File: config.mk
export PLATFORM = sky130hd
export DESIGN_NAME = rtc_alarm_irq
export DESIGN_NICKNAME = d
export VERILOG_FILES = /design/src/rtl/rtc_alarm_pkg.sv /design/src/rtl/rtc_alarm_ctrl.sv /design/src/rtl/rtc_alarm_dp.sv /design/src/rtl/rtc_alarm_irq.sv
export SDC_FILE = /design/constraint.sdc
export NUM_CORES = 1
export LEC_CHECK = 0
export ABC_AREA = 1
export BUFFER_PORTS_ARGS = -buffer_cell sky130_fd_sc_hd__buf_2
export CAP_MARGIN = 20
export CORE_MARGIN = 2
export CORE_UTILIZATION = 43
export CTS_CLUSTER_DIAMETER = 150
export DETAILED_ROUTE_END_ITERATION = 12
export PLACE_DENSITY = 0.77
export SLEW_MARGIN = 20
export SYNTH_ARGS = -nofsm -noshare
export SYNTH_HDL_FRONTEND = slang
export SYNTH_SLANG_ARGS = --single-unit
File: constraint.sdc
create_clock -name clk -period 6.4 [get_ports clk]
set_clock_uncertainty 0.1 [all_clocks]
set_input_delay 1.28 -clock clk [delete_from_list [all_inputs] [get_ports clk]]
set_output_delay 1.28 -clock clk [all_outputs]
set_load 0.05 [all_outputs]
File: src/rtl/rtc_alarm_pkg.sv
package rtc_alarm_pkg;
  localparam int DATA_W      = 8;
  localparam int ADDR_W      = 4;
  localparam int FIELD_COUNT = 6;
  localparam int YEAR_W      = 16;
  localparam int CMP_W       = DATA_W - 1;

  localparam logic [ADDR_W-1:0] ADDR_CTRL    = 4'd0;
  localparam logic [ADDR_W-1:0] ADDR_FIELD0  = 4'd1;
  localparam logic [ADDR_W-1:0] ADDR_YEAR_LO = 4'd7;
  localparam logic [ADDR_W-1:0] ADDR_YEAR_HI = 4'd8;
  localparam logic [ADDR_W-1:0] ADDR_YEAR_EN = 4'd9;

  localparam int BIT_CIE = 4;
  localparam int BIT_AIE = 3;
  localparam int BIT_AF  = 0;

  typedef struct packed {
    logic [FIELD_COUNT-1:0] wrField;
    logic                   wrYearLo;
    logic                   wrYearHi;
    logic                   wrYearEn;
    logic [DATA_W-1:0]      data;
  } alarm_strobe_t;
endpackage

File: src/rtl/rtc_alarm_ctrl.sv
module rtc_alarm_ctrl
  import rtc_alarm_pkg::*;
(
  input  logic              clk,
  input  logic              rstN,
  input  logic [ADDR_W-1:0] busAddr,
  input  logic              busWrEn,
  input  logic [DATA_W-1:0] busWrData,
  input  logic [DATA_W-1:0] alarmRdData,
  input  logic              matchRise,
  input  logic              carryFlag,
  output alarm_strobe_t     strobe,
  output logic [DATA_W-1:0] busRdData,
  output logic              afFlag,
  output logic              aieBit,
  output logic              cieBit,
  output logic              alarmIrq,
  output logic              carryIrq
);
  logic wrCtrl;

  always_comb begin
    strobe          = '0;
    strobe.data     = busWrData;
    strobe.wrYearLo = busWrEn && (busAddr == ADDR_YEAR_LO);
    strobe.wrYearHi = busWrEn && (busAddr == ADDR_YEAR_HI);
    strobe.wrYearEn = busWrEn && (busAddr == ADDR_YEAR_EN);
    for (int i = 0; i < FIELD_COUNT; i++) begin
      strobe.wrField[i] = busWrEn && (busAddr == ADDR_FIELD0 + ADDR_W'(i));
    end
  end

  assign wrCtrl = busWrEn && (busAddr == ADDR_CTRL);

  always_ff @(posedge clk) begin
    if (!rstN) begin
      afFlag <= 1'b0;
      aieBit <= 1'b0;
      cieBit <= 1'b0;
    end else begin
      if (wrCtrl) begin
        aieBit <= busWrData[BIT_AIE];
        cieBit <= busWrData[BIT_CIE];
      end
      if (matchRise) begin
        afFlag <= 1'b1;
      end else if (wrCtrl && !busWrData[BIT_AF]) begin
        afFlag <= 1'b0;
      end
    end
  end

  always_comb begin
    if (busAddr == ADDR_CTRL) begin
      busRdData          = '0;
      busRdData[BIT_CIE] = cieBit;
      busRdData[BIT_AIE] = aieBit;
      busRdData[BIT_AF]  = afFlag;
    end else begin
      busRdData = alarmRdData;
    end
  end

  assign alarmIrq = afFlag & aieBit;
  assign carryIrq = carryFlag & cieBit;
endmodule

File: src/rtl/rtc_alarm_dp.sv
module rtc_alarm_dp
  import rtc_alarm_pkg::*;
(
  input  logic                          clk,
  input  logic                          rstN,
  input  alarm_strobe_t                 strobe,
  input  logic [ADDR_W-1:0]             busAddr,
  input  logic [FIELD_COUNT*DATA_W-1:0] timeNow,
  input  logic [YEAR_W-1:0]             yearNow,
  output logic [DATA_W-1:0]             alarmRdData,
  output logic                          matchRise
);
  logic [DATA_W-1:0]      fieldReg [FIELD_COUNT];
  logic [FIELD_COUNT-1:0] fieldOk;
  logic [FIELD_COUNT-1:0] fieldEn;
  logic [YEAR_W-1:0]      yearReg;
  logic                   yearEn;
  logic                   anyEn;
  logic                   matchNow;
  logic                   matchPrev;

  for (genvar g = 0; g < FIELD_COUNT; g++) begin : g_field
    always_ff @(posedge clk) begin
      if (!rstN) fieldReg[g] <= '0;
      else if (strobe.wrField[g]) fieldReg[g] <= strobe.data;
    end
    assign fieldEn[g] = fieldReg[g][DATA_W-1];
    assign fieldOk[g] = !fieldEn[g] ||
                        (fieldReg[g][CMP_W-1:0] == timeNow[g*DATA_W +: CMP_W]);
  end

  always_ff @(posedge clk) begin
    if (!rstN) begin
      yearReg <= '0;
      yearEn  <= 1'b0;
    end else begin
      if (strobe.wrYearLo) yearReg[DATA_W-1:0]      <= strobe.data;
      if (strobe.wrYearHi) yearReg[YEAR_W-1:DATA_W] <= strobe.data;
      if (strobe.wrYearEn) yearEn                   <= strobe.data[0];
    end
  end

  assign anyEn    = (|fieldEn) | yearEn;
  assign matchNow = anyEn && (&fieldOk) && (!yearEn || (yearReg == yearNow));

  always_ff @(posedge clk) begin
    if (!rstN) matchPrev <= 1'b0;
    else       matchPrev <= matchNow;
  end

  assign matchRise = matchNow && !matchPrev;

  always_comb begin
    alarmRdData = '0;
    for (int i = 0; i < FIELD_COUNT; i++) begin
      if (busAddr == ADDR_FIELD0 + ADDR_W'(i)) alarmRdData = fieldReg[i];
    end
    if (busAddr == ADDR_YEAR_LO) alarmRdData = yearReg[DATA_W-1:0];
    if (busAddr == ADDR_YEAR_HI) alarmRdData = yearReg[YEAR_W-1:DATA_W];
    if (busAddr == ADDR_YEAR_EN) alarmRdData = {{(DATA_W-1){1'b0}}, yearEn};
  end
endmodule

File: src/rtl/rtc_alarm_irq.sv
module rtc_alarm_irq
  import rtc_alarm_pkg::*;
(
  input  logic                          clk,
  input  logic                          rstN,
  input  logic [ADDR_W-1:0]             busAddr,
  input  logic                          busWrEn,
  input  logic [DATA_W-1:0]             busWrData,
  output logic [DATA_W-1:0]             busRdData,
  input  logic [FIELD_COUNT*DATA_W-1:0] timeNow,
  input  logic [YEAR_W-1:0]             yearNow,
  input  logic                          carryFlag,
  output logic                          alarmIrq,
  output logic                          carryIrq
);
  alarm_strobe_t     strobe;
  logic [DATA_W-1:0] alarmRdData;
  logic              matchRise;
  logic              afFlag;
  logic              aieBit;
  logic              cieBit;

  rtc_alarm_ctrl u_ctrl (
    .clk        (clk),
    .rstN       (rstN),
    .busAddr    (busAddr),
    .busWrEn    (busWrEn),
    .busWrData  (busWrData),
    .alarmRdData(alarmRdData),
    .matchRise  (matchRise),
    .carryFlag  (carryFlag),
    .strobe     (strobe),
    .busRdData  (busRdData),
    .afFlag     (afFlag),
    .aieBit     (aieBit),
    .cieBit     (cieBit),
    .alarmIrq   (alarmIrq),
    .carryIrq   (carryIrq)
  );

  rtc_alarm_dp u_dp (
    .clk        (clk),
    .rstN       (rstN),
    .strobe     (strobe),
    .busAddr    (busAddr),
    .timeNow    (timeNow),
    .yearNow    (yearNow),
    .alarmRdData(alarmRdData),
    .matchRise  (matchRise)
  );
endmodule

==> results.ini <==
[outcome]
outcome=completed

[synth]
syn_nets=626
async_reset_ff_share_pct=0
ys_seq_area_share_pct=45.8
synthTopCellsByArea=edfxtp_1 (35%), nand2_1 (14%), dfxtp_1 (10%)
yosys_warnings=0
ys_seq_elements=69
synth_cell_types=30
synth_top_flop_cell=edfxtp_1
synth_area_mm2=0.00407
synth_top_area_share_pct=35.4
syn_avg_cell_area_um2=7.45
syn_inst=546
synth_edf_count=48
synth_top_area_cell=edfxtp_1

[sta]
relSlewSlack_pct=30.6
tightest_slew_ps=1030
setup_viol=0
finalHoldViolations=0
grt_setup_unrepaired=false
max_freq_ghz=0.239
period_needed_ps=4190
finalSetupTns_ps=0
maxSlewViolCount=0
period_share_pct=65.5

[cts]
cts_max_level=3
cts_root_buf=clkbuf_8
clock_latency_ps=340
hold_buffers=0
clock_path_buffers=2
cts_setup_buffers=0
cts_tree=built
path_clk_slew_ps=70
numClockSinks=69
cts_buffers=9
cts_resized=0

[pwr]
power.density_mw_per_mm2=212
total_power_mw=1.01
p_leak_nw=2.25
irDropWorstVdd_mv=0.119

[setup_path]
cp.required_ps=5020
worstSetupStartpointType=primary input
crit_path_max_incr_delay_ps=240
end_kind=output pin
worstSetupPathType=in -> out
crit_buf_inv=3
slowest_stage=nand2_1
path_delay_family=simple AND/OR/NAND/NOR gates
timing.critical_path.arrival_ps=2810
crit_chain=buf_2 > inv_1 > nor2_1 > nand2_1 > o21ai_0 > a21oi_1 > nand4_1 > o21bai_1 > nand2_1 > buf_2
cp_max_fo=7

[finish]
finalCoreUtilization_pct=51.8
layout_commonest_cell=nand2_1
final_nets=713
area_delta_synth_final_pct=17.0
antenna_cells=0
drive_gt1_share_pct=18.2
fill_cells=887
final_cell_mix=nand2_1 (148), nor2_1 (92), buf_2 (83)

[detailed_routing]
num_vias=3868
wl_mm=11.1
drt_iter0_markers=391
drtAntennaViolNets=0
drc=0
drt-wirelength-per-cell_um=14.8
firstDrtPassIters=6
via_per_inst=5.16

[die]
rows=35
ioPinCount=90
start_util_pct=44.2
core_area_mm2=0.00920
die_w_um=101
die_area_mm2=0.0103
die_h_um=101

[placement]
place_congestion=0.952
dp_hpwl_mm=8.51
io_buffers=83

[global_routing]
grt_use_total_pct=22.3
grt_pass1_wl_mm=17.3
grt_max_degree=27
gr-total-overflow=0
antenna_found_initial=0
grt_pass1_vias=3679

[run]
max-cap-violations=0

[min_path]
min_path_type=reg -> reg

[worst reg2reg max path, stage by stage (launching register included)]
cell and delay, ps:
edfxtp_1 430, nor2_1 140, nor2_1 60, nor2_1 80
nand2_1 90, o21ai_0 230, nand2_1 100, nor2_1 140
nand4_1 120, nand2_1 70
[path summary, 6_finish.rpt]
check	startpoint	to	slack, ps	cells past startpoint
worst max register to register	u_dp.fieldReg[2][3]	u_ctrl.afFlag	4790	9
worst min register to register	u_dp.yearReg[1]	u_dp.yearReg[1]	380	2
worst min-delay path	u_dp.yearReg[1]	u_dp.yearReg[1]	380	2
worst max-delay path	busAddr[1]	busRdData[4]	2210	10
[final cells by class]
class	count	area [µm²]	share of cell area, %
Clock inverter	3	38.8	0.815
Tap cell	111	139	2.92
Sequential cell	69	1860	39.1
Inverter	84	315	6.62
Timing Repair Buffer	84	420	8.83
Clock buffer	13	139	2.92
Multi-Input combinational cell	385	1850	38.8
[power by group]
part,internal (mW),total [mW],switching (mW)
Sequential,0.499,0.517,0.0179
Clock,0.179,0.333,0.154
Combinational,0.0538,0.158,0.104
[logic make-up after synthesis]
family,after synthesis,share of synthesized area (%)
DFF,69,45.8
and+or+nand+nor,285,29.6
buffers and inverters,92,8.86
AOI/OAI and AO/OA,68,8.92
xor gates and xnor gates,32,6.89
[cells in the mapped netlist, types with 5 or more instances]
library cell / count
inv_1: 79
xnor2_1: 14
xor2_1: 18
nand2_2: 5
nand3_1: 16
nor2_1: 92
nand4_1: 9
a21oi_1: 27
edfxtp_1: 48
nand2_1: 148
o21ai_0: 30
dfxtp_1: 21
inv_2: 5
[through the flow]
step	instances	worst slack, ps	area, µm²	hold WS, ps
5_1_grt	749	2030	4760	413
6_report	749	2210	4760	380
3_3_place_gp	732	2220	4580	372
2_1_floorplan	546	2360	4070	351
4_1_cts	748	2210	4750	381
3_5_place_dp	732	2210	4580	371
[registers in the layout, indices dropped and copies added, names as in the netlist]
| register | flops |
|---|---|
| u_dp.yearReg | 16 |
| u_dp.yearEn | 1 |
| u_ctrl.aieBit | 1 |
| u_ctrl.afFlag | 1 |
| u_dp.matchPrev | 1 |
| u_ctrl.cieBit | 1 |
| u_dp.fieldReg | 48 |
[routing by layer]
layer | track usage (%) | vias to the layer above | wire length (µm)
li1 | - | 1907 | -
met5 | 0 | - | 0
met2 | 39.2 | 190 | 5590
met1 | 27.6 | 1756 | 4350
met3 | 4.42 | 15 | 999
met4 | 6.86 | 0 | 172
Note: power is estimated with default switching activity, not from simulation.
